### src/rtl/brs_pkg.sv
package brs_pkg;

  typedef enum logic [2:0] {
    PH_IDLE  = 3'd0,
    PH_ADR   = 3'd1,
    PH_CE    = 3'd2,
    PH_STB   = 3'd3,
    PH_POST  = 3'd4,
    PH_HLD   = 3'd5,
    PH_PAUSE = 3'd6,
    PH_DONE  = 3'd7
  } phase_e;

  localparam int NUM_PHASES = 8;

  // Shift amount for each multiplier code: 0 -> x4, 1 -> x1, 2 -> x2, 3 -> x8
  function automatic logic [1:0] mult_shift(input logic [1:0] code);
    logic [1:0] sh;
    case (code)
      2'd0:    sh = 2'd2;
      2'd1:    sh = 2'd0;
      2'd2:    sh = 2'd1;
      default: sh = 2'd3;
    endcase
    return sh;
  endfunction

  function automatic logic is_strobe(input phase_e p);
    return (p == PH_STB) || (p == PH_POST);
  endfunction

endpackage

### src/rtl/brs_scale.sv
module brs_scale
  import brs_pkg::*;
#(
  parameter int FIELD_W = 6,
  localparam int LEN_W = FIELD_W + 3
) (
  input  logic [FIELD_W-1:0] field,
  input  logic [1:0]         mult,
  output logic [LEN_W-1:0]   len
);
  logic [1:0] sh;

  always_comb begin
    sh  = mult_shift(mult);
    len = LEN_W'(field) << sh;
  end
endmodule

### src/rtl/brs_counter.sv
module brs_counter #(
  parameter int W = 9
) (
  input  logic         clk,
  input  logic         rst_n,
  input  logic         load,
  input  logic [W-1:0] load_val,
  output logic         zero
);
  logic [W-1:0] cnt_q;

  always_ff @(posedge clk or negedge rst_n) begin
    if (!rst_n) begin
      cnt_q <= '0;
    end else if (load) begin
      cnt_q <= load_val;
    end else if (cnt_q != '0) begin
      cnt_q <= cnt_q - W'(1);
    end
  end

  assign zero = (cnt_q == '0);
endmodule

### src/rtl/brs_capture.sv
module brs_capture #(
  parameter int DATA_W = 16
) (
  input  logic              clk,
  input  logic              rst_n,
  input  logic              sample,
  input  logic [DATA_W-1:0] din,
  output logic [DATA_W-1:0] dout
);
  always_ff @(posedge clk or negedge rst_n) begin
    if (!rst_n) begin
      dout <= '0;
    end else if (sample) begin
      dout <= din;
    end
  end
endmodule

### src/rtl/bus_region_seq.sv
module bus_region_seq
  import brs_pkg::*;
#(
  parameter int DATA_W  = 16,
  parameter int ADDR_W  = 16,
  parameter int FIELD_W = 6
) (
  input  logic               clk,
  input  logic               rst_n,
  input  logic               cfg_en,
  input  logic [1:0]         cfg_mult,
  input  logic [FIELD_W-1:0] cfg_adr,
  input  logic [FIELD_W-1:0] cfg_ce,
  input  logic [FIELD_W-1:0] cfg_oe,
  input  logic [FIELD_W-1:0] cfg_we,
  input  logic [FIELD_W-1:0] cfg_rd_hld,
  input  logic [FIELD_W-1:0] cfg_wr_hld,
  input  logic [FIELD_W-1:0] cfg_pause,
  input  logic               cfg_wait_en,
  input  logic [FIELD_W-1:0] cfg_post_rdy,
  input  logic               req_valid,
  output logic               req_ready,
  input  logic               req_write,
  input  logic [ADDR_W-1:0]  req_addr,
  input  logic [DATA_W-1:0]  req_wdata,
  output logic [DATA_W-1:0]  rsp_rdata,
  output logic [ADDR_W-1:0]  bus_addr,
  output logic               bus_ce_n,
  output logic               bus_oe_n,
  output logic               bus_we_n,
  output logic [DATA_W-1:0]  bus_dout,
  output logic               bus_dout_en,
  input  logic [DATA_W-1:0]  bus_din,
  input  logic               bus_wait_n
);
  localparam int LEN_W = FIELD_W + 3;
  localparam int NPH   = NUM_PHASES;

  phase_e              phase_q, phase_nxt, skip_nxt;
  logic                wr_q, wr_eff;
  logic [ADDR_W-1:0]   addr_q;
  logic [DATA_W-1:0]   wdata_q;
  logic [FIELD_W-1:0]  fld  [NPH];
  logic [LEN_W-1:0]    plen [NPH];
  logic [NPH-1:0]      nz;
  logic                cnt_zero, wait_hold, adv, cap_sample, busy;
  logic [LEN_W-1:0]    load_val;

  // Direction of the access in flight, or of the one about to be accepted
  assign wr_eff = (phase_q == PH_IDLE) ? req_write : wr_q;

  // Raw field for every phase slot; idle and done have no length
  always_comb begin
    for (int i = 0; i < NPH; i++) fld[i] = '0;
    fld[PH_ADR]   = cfg_adr;
    fld[PH_CE]    = cfg_ce;
    fld[PH_STB]   = wr_eff ? cfg_we : cfg_oe;
    fld[PH_POST]  = cfg_wait_en ? cfg_post_rdy : '0;
    fld[PH_HLD]   = wr_eff ? cfg_wr_hld : cfg_rd_hld;
    fld[PH_PAUSE] = cfg_pause;
  end

  for (genvar g = 0; g < NPH; g++) begin : g_scale
    brs_scale #(.FIELD_W(FIELD_W)) u_scale (
      .field (fld[g]),
      .mult  (cfg_mult),
      .len   (plen[g])
    );
  end

  // Which phases are present in this access
  always_comb begin
    for (int i = 0; i < NPH; i++) nz[i] = (plen[i] != '0);
    nz[PH_IDLE] = 1'b0;
    nz[PH_STB]  = nz[PH_STB] | cfg_wait_en;
    nz[PH_DONE] = 1'b1;
  end

  // Lowest present phase after the current one
  always_comb begin
    skip_nxt = PH_DONE;
    for (int i = NPH - 2; i >= 1; i--) begin
      if ((i > int'(phase_q)) && nz[i]) skip_nxt = phase_e'(3'(i));
    end
  end

  assign wait_hold = (phase_q == PH_STB) && cfg_wait_en && !bus_wait_n;

  always_comb begin
    case (phase_q)
      PH_IDLE: adv = cfg_en && req_valid;
      PH_DONE: adv = 1'b1;
      default: adv = cnt_zero && !wait_hold;
    endcase
  end

  always_comb begin
    if (!adv)                    phase_nxt = phase_q;
    else if (phase_q == PH_DONE) phase_nxt = PH_IDLE;
    else                         phase_nxt = skip_nxt;
  end

  assign load_val = (plen[phase_nxt] == '0) ? '0 : plen[phase_nxt] - LEN_W'(1);

  brs_counter #(.W(LEN_W)) u_cnt (
    .clk      (clk),
    .rst_n    (rst_n),
    .load     (adv),
    .load_val (load_val),
    .zero     (cnt_zero)
  );

  always_ff @(posedge clk or negedge rst_n) begin
    if (!rst_n) begin
      phase_q <= PH_IDLE;
      wr_q    <= 1'b0;
      addr_q  <= '0;
      wdata_q <= '0;
    end else begin
      phase_q <= phase_nxt;
      if ((phase_q == PH_IDLE) && adv) begin
        wr_q    <= req_write;
        addr_q  <= req_addr;
        wdata_q <= req_wdata;
      end
    end
  end

  // Read data is taken on the edge where output enable deasserts
  assign cap_sample = adv && !wr_q && is_strobe(phase_q) && !is_strobe(phase_nxt);

  brs_capture #(.DATA_W(DATA_W)) u_cap (
    .clk    (clk),
    .rst_n  (rst_n),
    .sample (cap_sample),
    .din    (bus_din),
    .dout   (rsp_rdata)
  );

  logic ce_act, stb_act;
  assign ce_act  = (phase_q == PH_CE) || is_strobe(phase_q) || (phase_q == PH_HLD);
  assign stb_act = is_strobe(phase_q);
  assign busy    = (phase_q != PH_IDLE);

  assign req_ready   = (phase_q == PH_DONE);
  assign bus_addr    = addr_q;
  assign bus_ce_n    = !ce_act;
  assign bus_oe_n    = !(stb_act && !wr_q);
  assign bus_we_n    = !(stb_act && wr_q);
  assign bus_dout    = wdata_q;
  assign bus_dout_en = ce_act && wr_q;
endmodule

### config.mk
export PLATFORM = sky130hd
export DESIGN_NAME = bus_region_seq
export DESIGN_NICKNAME = d
export VERILOG_FILES = /design/src/rtl/brs_pkg.sv /design/src/rtl/brs_scale.sv /design/src/rtl/brs_counter.sv /design/src/rtl/brs_capture.sv /design/src/rtl/bus_region_seq.sv
export SDC_FILE = /design/constraint.sdc
export NUM_CORES = 1
export LEC_CHECK = 0
export BUFFER_PORTS_ARGS = -buffer_cell sky130_fd_sc_hd__buf_2
export CAP_MARGIN = 30
export CORE_ASPECT_RATIO = 2
export CORE_UTILIZATION = 40
export DETAILED_ROUTE_END_ITERATION = 7
export PLACE_DENSITY_LB_ADDON = 0.2
export SLEW_MARGIN = 20
export SYNTH_ARGS = -nofsm -noshare
export SYNTH_HDL_FRONTEND = slang
export SYNTH_SLANG_ARGS = --single-unit
### constraint.sdc
create_clock -name clk -period 14.9 [get_ports clk]
set_input_delay 1.49 -clock clk [delete_from_list [all_inputs] [get_ports clk]]
set_output_delay 1.49 -clock clk [all_outputs]
set_load 0.05 [all_outputs]
## Word level (Yosys, flattened, before mapping)

Cells that the tools add are included.

- Flip-flop bits (word level): 61
- Output and inout port bits: 53
- Word-level logic and storage cells: 93
- Input port bits: 105

- Bitwise gates (word level): 2
- Mux-type cells: 20
- Reduce and logical (&&, ||, !) cells: 40
- Eq/ne operators: 9
- Shifts and indexed selects: 7
- $add $sub $neg: 2
- $lt $le $gt $ge: 7

Operator list:

| kind | count |
|---|---|
| nonzero test 9 bit | 7 |
| left shift 6 x 2 -> 9 bit | 6 |
| two-way mux 9 bit | 5 |
| binary-select mux 9 bit (select 3 bit) | 1 |
| two-way mux 3 bit | 7 |
| logical NOT 9 bit | 2 |
| two-way mux 6 bit | 3 |
| subtractor 9 x 1 -> 9 bit, second input constant | 2 |
| logical AND 1 bit | 17 |
| == test 3 bit, second input constant | 4 |
| == test 3 x 2 -> 1 bit, second input constant | 3 |
| > comparator 3 bit, first input constant | 3 |
| left shift 1 x 2 -> 9 bit, first input constant | 1 |
| logical NOT 1 bit | 7 |
| > comparator 2 x 3 -> 1 bit, first input constant | 2 |
| one-hot mux 2 bit (3 select lines) | 1 |
| greater-or-equal comparator 4 bit, second input constant | 1 |
| logical OR 1 bit | 4 |
| NOT 3 -> 4 bit | 1 |
| > comparator 1 x 3 -> 1 bit, first input constant | 1 |
| logical NOT 3 bit | 1 |
| == test 2 x 1 -> 1 bit, second input constant | 1 |
| == test 2 bit, second input constant | 1 |
| logical NOT 2 bit | 1 |
| 4 further kinds | 5 |

## Depth between registers and ports, before layout

Gate-level depths: netlist (run 1).

- Depth in word-level cells: 20
- Mapped depth: 21
- Gate-level depth less buffers: 18

## Hierarchy

From an unflattened synthesis (run 1), not the netlist that was laid out.

- Cells, all modules: 571
- Area, all modules: 5711.7 um^2

Modules (own cells, without submodules):

| module | seq. area each (um^2) | instances | cells each | area each (um^2) |
|---|---|---|---|---|
| bus_region_seq | 900.9 | 1 | 328 | 3006.6 |
| brs_scale | 0.0 | 8 | 19 | 190.2 |
| brs_capture | 400.4 | 1 | 34 | 649.4 |
| brs_counter | 225.2 | 1 | 57 | 534.3 |

## Least setup slack after synthesis (run 1)

No wires, ideal clock.

- Path kind: input to register
- From: input port cfg_mult[0]
- To: register u_cnt.cnt_q[7]
- Path buffers: 3
- Slack: 9067 ps
- Stages on the path: 20
- Required time: 14796 ps
- Data arrival time: 5730 ps
- Library setup time: 104 ps
- Cell sequence: inv_1 ha_1 clkbuf_1 clkinv_1 or3_1 o32a_1 o31a_1 o31a_1 a211oi_1 buf_2 buf_1 o2111ai_1 o32ai_1 nand2_1 ha_1 nand2_1 o22ai_1 nand4_1 nor2_2 o41ai_2

- Word-level cells in the longest chain between the ends: 20
- Elaborated cells on any way between the ends: 40
- Classes of those cells: 1 x add/sub; 2 x eq/ne; 7 x shift; 14 x mux; 2 x bitwise; 14 x reduce/logical

Ends and longest elaborated chain:

| item | line | source |
|---|---|---|
| from (decl) | bus_region_seq.sv:11 | `input logic [1:0] cfg_mult,` |
| == test 2 bit (tied with other cells) | brs_pkg.sv:19 | `case (code)` |
| one-hot mux 2 bit (3 select lines) * | brs_pkg.sv:19 |  |
| left shift 6 x 2 -> 9 bit | brs_scale.sv:15 | `len = LEN_W'(field) << sh;` |
| nonzero test 9 bit | bus_region_seq.sv:73 | `for (int i = 0; i < NPH; i++) nz[i] = (plen[i] != '0);` |
| logical AND 1 bit | bus_region_seq.sv:83 | `if ((i > int'(phase_q)) && nz[i]) skip_nxt = phase_e'(3'(i));` |
| two-way mux 1 bit | bus_region_seq.sv:83 |  |
| two-way mux 3 bit (4 in series) | bus_region_seq.sv:83 |  |
| two-way mux 3 bit * | bus_region_seq.sv:83 |  |
| two-way mux 3 bit * | bus_region_seq.sv:99 | `else if (phase_q == PH_DONE) phase_nxt = PH_IDLE;` |
| two-way mux 3 bit * | bus_region_seq.sv:98 | `if (!adv) phase_nxt = phase_q;` |
| named net phase_nxt[0] | bus_region_seq.sv:39 | `phase_e phase_q, phase_nxt, skip_nxt;` |
| NOT 3 -> 4 bit (not written as such) * | bus_region_seq.sv:103 | `assign load_val = (plen[phase_nxt] == '0) ? '0 : plen[phase_nxt] - LEN_W'(1);` |
| binary-select mux 9 bit (select 3 bit) * | bus_region_seq.sv:103 |  |
| two-way mux 9 bit (not written as such) * (2 in series) | bus_region_seq.sv:103 |  |
| subtractor 9 x 1 -> 9 bit or logical NOT 9 bit (tied branches) | bus_region_seq.sv:103 |  |
| two-way mux 9 bit * | bus_region_seq.sv:103 |  |
| two-way mux 9 bit * | brs_counter.sv:15 | `end else if (load) begin` |
| to (signal assigned) | brs_counter.sv:16 | `cnt_q <= load_val;` |
| to (signal assigned) | brs_counter.sv:18 | `cnt_q <= cnt_q - W'(1);` |
| to (decl) | brs_counter.sv:10 | `logic [W-1:0] cnt_q;` |

Mark *: on every way through the listed nets, which the timed path passes. The rest lies on a longest branch. The select of a mux whose other input is x is not followed.
A chain may end at the register's enable or synchronous reset.

## Final worst setup path (run 1)

- From: input port cfg_mult[0]
- To: register u_cnt.cnt_q[6]

- Word-level cells in the longest chain between the ends: 20
- Elaborated cells on any way between the ends: 40
- Classes of those cells: 1 x add/sub; 2 x eq/ne; 7 x shift; 14 x mux; 2 x bitwise; 14 x reduce/logical

Ends and longest elaborated chain:

| item | line |
|---|---|
| == test 2 bit (tied with other cells) | brs_pkg.sv:19 |
| one-hot mux 2 bit (3 select lines) * | brs_pkg.sv:19 |
| left shift 6 x 2 -> 9 bit | brs_scale.sv:15 |
| nonzero test 9 bit | bus_region_seq.sv:73 |
| logical AND 1 bit | bus_region_seq.sv:83 |
| two-way mux 1 bit | bus_region_seq.sv:83 |
| two-way mux 3 bit (5 in series) | bus_region_seq.sv:83 |
| two-way mux 3 bit | bus_region_seq.sv:99 |
| two-way mux 3 bit | bus_region_seq.sv:98 |
| NOT 3 -> 4 bit (not written as such) | bus_region_seq.sv:103 |
| binary-select mux 9 bit (select 3 bit) * | bus_region_seq.sv:103 |
| two-way mux 9 bit (not written as such) * (2 in series) | bus_region_seq.sv:103 |
| subtractor 9 x 1 -> 9 bit or logical NOT 9 bit (tied branches) | bus_region_seq.sv:103 |
| two-way mux 9 bit * | bus_region_seq.sv:103 |
| two-way mux 9 bit * | brs_counter.sv:15 |

Every way passes the cells marked *; elsewhere a longest branch is shown, timed or not. The select of a mux whose other input is x is not followed.

==> results of run 1 <==
[state kept, by name (all words and copies together), names as in the netlist]
signal / cells
bus_addr: 16
bus_dout: 16
u_cap.dout: 16
u_cnt.cnt_q: 9
phase_q: 3
wr_q: 1
[stage by stage]
stage / total power, mW / std cells
after floorplan: 0.841 / 547
after global placement: 1.01 / 818
after detailed placement: 1.03 / 818
after CTS: 1.26 / 834
after global routing: 1.33 / 836
final: 1.26 / 836
[worst max-delay path: stages]
cell and delay [ns]:
buf_2 0.09, inv_1 0.04, ha_1 0.26, buf_4 0.39, clkinv_1 0.38, buf_4 0.34
or3_1 0.39, o32a_1 0.19, o31a_1 0.30, or4_1 0.40, a32oi_1 0.23, buf_4 0.29
inv_2 0.22, mux2_4 0.35, a211o_1 0.31, nand3_1 0.10, ha_1 0.19, nand2_1 0.06
o22ai_1 0.25, nand4_1 0.27, nor2_2 0.39, o32ai_1 0.16
[cell usage in the layout (no fill, tap or decap), types with 10 or more instances in the layout]
cell type / instances
mux2_2: 53
o21ai_0: 20
buf_2: 157
nor2_1: 27
dfrtp_1: 61
a21oi_1: 16
mux2i_1: 44
o22ai_1: 10
nand2_1: 74
nand3_1: 21
[per-layer routing]
metal	wire [um]	GRT usage, %	vias up
li1	-	-	2333
met1	5770	27.4	2421
met2	8780	49.0	220
met3	709	3.67	58
met4	1120	18.9	0
met5	0	0	-
[power by group]
group / switching [mW] / internal [mW]
Sequential: 0.0510 / 0.234
Combinational: 0.499 / 0.251
Clock: 0.0712 / 0.155
Total: 0.621 / 0.639
[kinds of logic after synthesis]
family | after synthesis
simple gates | 196
compound gates | 126
mux | 100
flops | 61
buf+inv | 48
xor+xnor | 12
fa+ha+maj | 4
[area by class of cell]
| type | count | area [sq um] | area share [%] |
|---|---|---|---|
| multi-input combinational | 438 | 3170 | 52.0 |
| clock inverter | 4 | 70.1 | 1.15 |
| tap | 145 | 181 | 2.97 |
| antenna | 1 | 2.50 | 0.0410 |
| timing repair buffer | 167 | 865 | 14.2 |
| inverter | 8 | 30.0 | 0.492 |
| sequential | 61 | 1530 | 25.0 |
| clock buffer | 12 | 256 | 4.20 |
[worst max-delay path by stage]
| stage | startpoint | cells past startpoint | endpoint | slack (ns) |
|---|---|---|---|---|
| floorplan | cfg_mult[0] | 20 | u_cnt.cnt_q[7]$_DFFE_PN0P_ | 9.07 |
| global placement | cfg_mult[0] | 22 | u_cnt.cnt_q[6]$_DFFE_PN0P_ | 7.91 |
| detailed placement | cfg_mult[0] | 22 | u_cnt.cnt_q[6]$_DFFE_PN0P_ | 7.74 |
| CTS | cfg_mult[0] | 22 | u_cnt.cnt_q[6]$_DFFE_PN0P_ | 8.04 |
| global route | cfg_mult[0] | 22 | u_cnt.cnt_q[6]$_DFFE_PN0P_ | 7.64 |
| finish | cfg_mult[0] | 22 | u_cnt.cnt_q[6]$_DFFE_PN0P_ | 7.95 |
==> impl_metrics.py, run 1 <==
metrics = {
    "hold_path": {
        "worst_hold_path.endpoint": "u_cap.dout[5]$_DFFE_PN0P_",
        "hp-start": "u_cap.dout[5]$_DFFE_PN0P_",
        "hold_depth": 1,
        "hp-class": "register to register",
    },
    "sta": {
        "rsz0062_at_grt": "false",
        "tightest_slew_ns": 0.864,
        "final_min_period_over_clock_period_pct": 46.7,
        "fin_ws_ns": 7.95,
        "setup_tns_ns": 0,
        "maxSlewHeadroom_pct": 41.8,
        "worst_hold_slack_ns": 0.479,
        "final_hold_viol_count": 0,
        "fmax_ghz": 0.144,
        "clock_skew_ns": 0.00502,
        "finalSetupViolCount": 0,
        "fin_crit_ns": 6.95,
        "slew_viol_final": 0,
    },
    "yosys": {
        "synth_flop_cell": "dfrtp_1",
        "synth_common_cells": "nand2_1, dfrtp_1, mux2_2",
        "synth-edff-count": 0,
        "synth_xor_area_share_pct": 2.15,
        "synthAdderAreaFrac_pct": 1.02,
        "yosysTopAreaCellShare_pct": 31.2,
        "synthArstFlopShare_pct": 100,
        "yosysUniqueCellTypes": 76,
        "synth_area_leaders": "dfrtp_1, mux2_2, mux2i_1",
        "yosys.area_share.simple_pct": 20.5,
        "synth.most_common_cell": "nand2_1",
        "synth_fp_nets": 656,
        "muxShareOfSynthArea_pct": 22.2,
        "synth_compound_area_share_pct": 18.7,
        "netlist.top_cell.by_area": "dfrtp_1",
        "syn_area_per_cell_sq_um": 8.94,
        "synthCells": 547,
        "ys_seq_elements": 61,
        "synth_top_family_by_area": "multiplexers",
        "ys_seq_area_share_pct": 31.2,
        "yosys_warnings": 0,
        "syn_area_sq_um": 4890,
    },
    "job": {
        "cap_violations": 0,
    },
    "grt": {
        "grt_max_degree": 62,
        "gr-usage-all-layers_pct": 26.9,
        "first_global_vias": 5081,
        "overflow": 0,
        "antenna_found_initial": 1,
        "grt_pass1_wl_um": 25800,
    },
    "setup_path": {
        "start_kind": "input port",
        "critPathMaxFanout": 43,
        "worstPathArrival_ns": 7.13,
        "r2r_cells": 17,
        "end_kind": "register",
        "r2r-end": "u_cnt.cnt_q[6]$_DFFE_PN0P_",
        "r2r_setup_slack_ns": 8.94,
        "reg2reg_from": "phase_q[2]$_DFF_PN0_",
        "path_class": "input port to register",
        "critPathRequiredTime_ns": 15.07,
    },
    "status": {
        "status": "complete, no violations",
    },
    "clock_tree": {
        "clk_latency_ns": 0.33,
        "path_clk_slew_ns": 0.05,
        "postCtsSetupBuffers": 0,
        "cts_resized": 0,
        "clk_path_buf_depth": 2,
        "cts_hold_buffers": 0,
        "cts_tree": "yes",
        "htree_levels": 3,
        "cts-root-buf": "clkbuf_16",
        "numCtsBuffers": 9,
        "clock_sinks": 61,
    },
    "power": {
        "vdd_drop_max_uv": 149,
        "p_leak_nw": 2.97,
        "powerDensity_nw_per_um2": 207,
    },
    "place": {
        "port_buffers": 157,
        "placed_area_sq_um": 5770,
        "globalplace.congestion": 0.982,
        "hpwl_um": 12600,
        "place_ws_ns": 7.74,
    },
    "die": {
        "die_h_um": 158,
        "fp-row-count": 56,
        "initial_core_util_pct": 41.3,
        "core_sq_um": 11800,
        "io_pins": 158,
        "dieArea_sq_um": 12700,
        "dieWidth_um": 80.2,
    },
    "layout": {
        "drive_gt1_share_pct": 36.7,
        "syn_to_final_growth_pct": 24.9,
        "fin_nets": 794,
        "final_util_pct": 51.6,
        "fillers": 1134,
        "fin_area_sq_um": 6110,
    },
    "detailed_routing": {
        "drc": 0,
        "num_vias": 5032,
        "drt_iter0_drc": 306,
        "post_drt_wl_per_cell_um": 19.6,
        "via_per_inst": 6.02,
        "antenna_left": 0,
        "drt-total-wl_um": 16400,
        "detail_route.first_pass.iterations": 5,
    },
}
(Power assumes the default switching activity.)
==> run 2, diff against run 1 <==
==> constraint.sdc (replaced) <==
create_clock -name clk -period 7.15 [get_ports clk]
set_input_delay 0.715 -clock clk [delete_from_list [all_inputs] [get_ports clk]]
set_output_delay 0.715 -clock clk [all_outputs]
set_load 0.05 [all_outputs]
==> impl_metrics.py, run 2 (synthesis gave the netlist of run 1 again) <==
metrics = {
    "status": {
        "status": "complete, no violations",
    },
    "layout": {
        "syn_to_final_growth_pct": 23.3,
        "fin_nets": 795,
        "regArea_sq_um": 1530,
        "fillers": 1143,
        "fin_area_sq_um": 6030,
        "multi_input_area_sq_um": 3170,
        "final_common_cell": "buf_2",
        "final_cell_mix": "buf_2, nand2_1, dfrtp_1, mux2_2, mux2i_1",
        "diodes": 0,
        "final_cells": 834,
        "drive_gt1_share_pct": 36.4,
    },
    "sta": {
        "clock_skew_ns": 0.00669,
        "slew_viol_final": 0,
        "final_hold_viol_count": 0,
        "tightest_slew_ns": 0.862,
        "fin_ws_ns": 1.28,
        "maxSlewHeadroom_pct": 42.5,
        "fin_crit_ns": 5.87,
        "setup_tns_ns": 0,
        "finalSetupViolCount": 0,
        "final_min_period_over_clock_period_pct": 82.1,
        "rsz0062_at_grt": "false",
        "fmax_ghz": 0.170,
    },
    "hold_path": {
        "hp-class": "register to register",
    },
    "clock_tree": {
        "clock_sinks": 61,
        "numCtsBuffers": 9,
        "cts_tree": "yes",
        "cts-root-buf": "clkbuf_16",
        "htree_levels": 3,
        "cts_resized": 0,
        "postCtsSetupBuffers": 0,
        "path_clk_slew_ns": 0.05,
        "cts_hold_buffers": 0,
        "clk_latency_ns": 0.32,
        "clk_path_buf_depth": 2,
    },
    "grt": {
        "grtUsageMet1_pct": 25.5,
        "first_global_vias": 5151,
        "gr-usage-all-layers_pct": 26.7,
        "overflow": 0,
        "antenna_found_initial": 0,
        "grt_max_degree": 62,
        "grt.busiest_layer": "met2",
        "grt_pass1_wl_um": 25500,
        "gr-usage-met3_pct": 3.78,
        "grt_util_met2_pct": 48.4,
    },
    "die": {
        "io_pins": 158,
        "core_sq_um": 11800,
        "initial_core_util_pct": 41.3,
        "dieArea_sq_um": 12700,
        "die_h_um": 158,
        "dieWidth_um": 80.2,
        "fp-row-count": 56,
    },
    "power": {
        "powerDensity_nw_per_um2": 419,
        "p_leak_nw": 2.94,
        "vdd_drop_max_uv": 317,
    },
    "place": {
        "placed_area_sq_um": 5780,
        "placed_cells": 820,
        "port_buffers": 157,
        "place_ws_ns": 1.05,
        "globalplace.congestion": 0.931,
        "hpwl_um": 12900,
    },
    "setup_path": {
        "end_kind": "register",
        "critPathRequiredTime_ns": 7.32,
        "path_class": "input port to register",
        "start_kind": "input port",
        "slowest_delay_ns": 0.74,
        "critPathMaxFanout": 21,
        "worstPathArrival_ns": 6.04,
        "slowest_stage": "nor2_2",
        "worstPathCellList": "buf_2, inv_1, ha_1, nor2_2, mux2_2, nor4_1, o21bai_1, or4_1, a32oi_1, buf_4, inv_2, mux2_4, a211o_1, nand3_1, ha_1, nand2_1, o22ai_1, nand4_1, nor2_2, o32ai_1",
    },
    "detailed_routing": {
        "num_vias": 5089,
        "via_per_inst": 6.10,
        "post_drt_wl_per_cell_um": 19.6,
        "drt-total-wl_um": 16300,
        "detail_route.first_pass.iterations": 5,
        "antenna_left": 0,
        "drc": 0,
        "drt_iter0_drc": 341,
    },
    "job": {
        "cap_violations": 0,
    },
}
==> run 2: cell types whose count changed in the layout (fill, tap and decap cells not counted) <==
cell,before,now
bufinv_16,2,0
diode_2,1,0
buf_6,1,0
clkbuf_1,1,2
clkinv_2,2,3
clkbuf_8,2,0
buf_4,9,11
==> run 2: final timing paths <==
| check | startpoint | cells after the start | slack (ns) | to |
|---|---|---|---|---|
| worst min-delay path | u_cap.dout[5]$_DFFE_PN0P_ | 1 | 0.48 | u_cap.dout[5]$_DFFE_PN0P_ |
| worst max register to register | phase_q[1]$_DFF_PN0_ | 17 | 1.44 | u_cnt.cnt_q[3]$_DFFE_PN0P_ |
| max in group asynchronous | rst_n | 2 | 6.09 | bus_addr[12]$_DFFE_PN0P_ |
| worst min register to register | u_cap.dout[5]$_DFFE_PN0P_ | 1 | 0.48 | u_cap.dout[5]$_DFFE_PN0P_ |
| min in group asynchronous | rst_n | 2 | 0.55 | u_cap.dout[2]$_DFFE_PN0P_ |
| worst max-delay path | cfg_mult[0] | 20 | 1.28 | u_cnt.cnt_q[3]$_DFFE_PN0P_ |
==> run 2: layout make-up <==
class | count | share of cell area (%)
Clock buffer | 11 | 3.86
Clock inverter | 3 | 0.249
Multi-Input combinational cell | 438 | 52.7
Tap cell | 145 | 3.01
Sequential cell | 61 | 25.3
Inverter | 8 | 0.498
Timing Repair Buffer | 168 | 14.4
==> run 2: routing by layer <==
metal / up-vias / share of wire (%)
met3: 84 / 4.9
met1: 2393 / 34
met5: - / 0
li1: 2329 / -
met4: 0 / 8.4
met2: 283 / 53
==> run 2: stage by stage <==
stage	hold WS [ns]	total power, mW	util, %
after floorplan	0.419	1.75	-
after global placement	0.464	2.12	48.8
after detailed placement	0.475	2.14	48.8
after CTS	0.486	2.52	50.9
after global routing	0.511	2.65	50.9
final	0.479	2.52	50.9
==> run 2: where the power goes <==
| group | internal (mW) | switching [mW] |
|---|---|---|
| combinational | 0.523 | 1.04 |
| sequential | 0.487 | 0.106 |
| clock | 0.228 | 0.134 |
| total | 1.24 | 1.28 |
==> run 2: worst max-delay path, delay by kind of cell <==
family / cells / cell delay, ns
AO/OA/AOI/OAI: 5 / 1.10
buffers and inverters: 4 / 0.63
adder cells (fa/ha/maj): 2 / 0.54
AND/OR/NAND/NOR: 7 / 2.31
multiplexers: 2 / 0.75
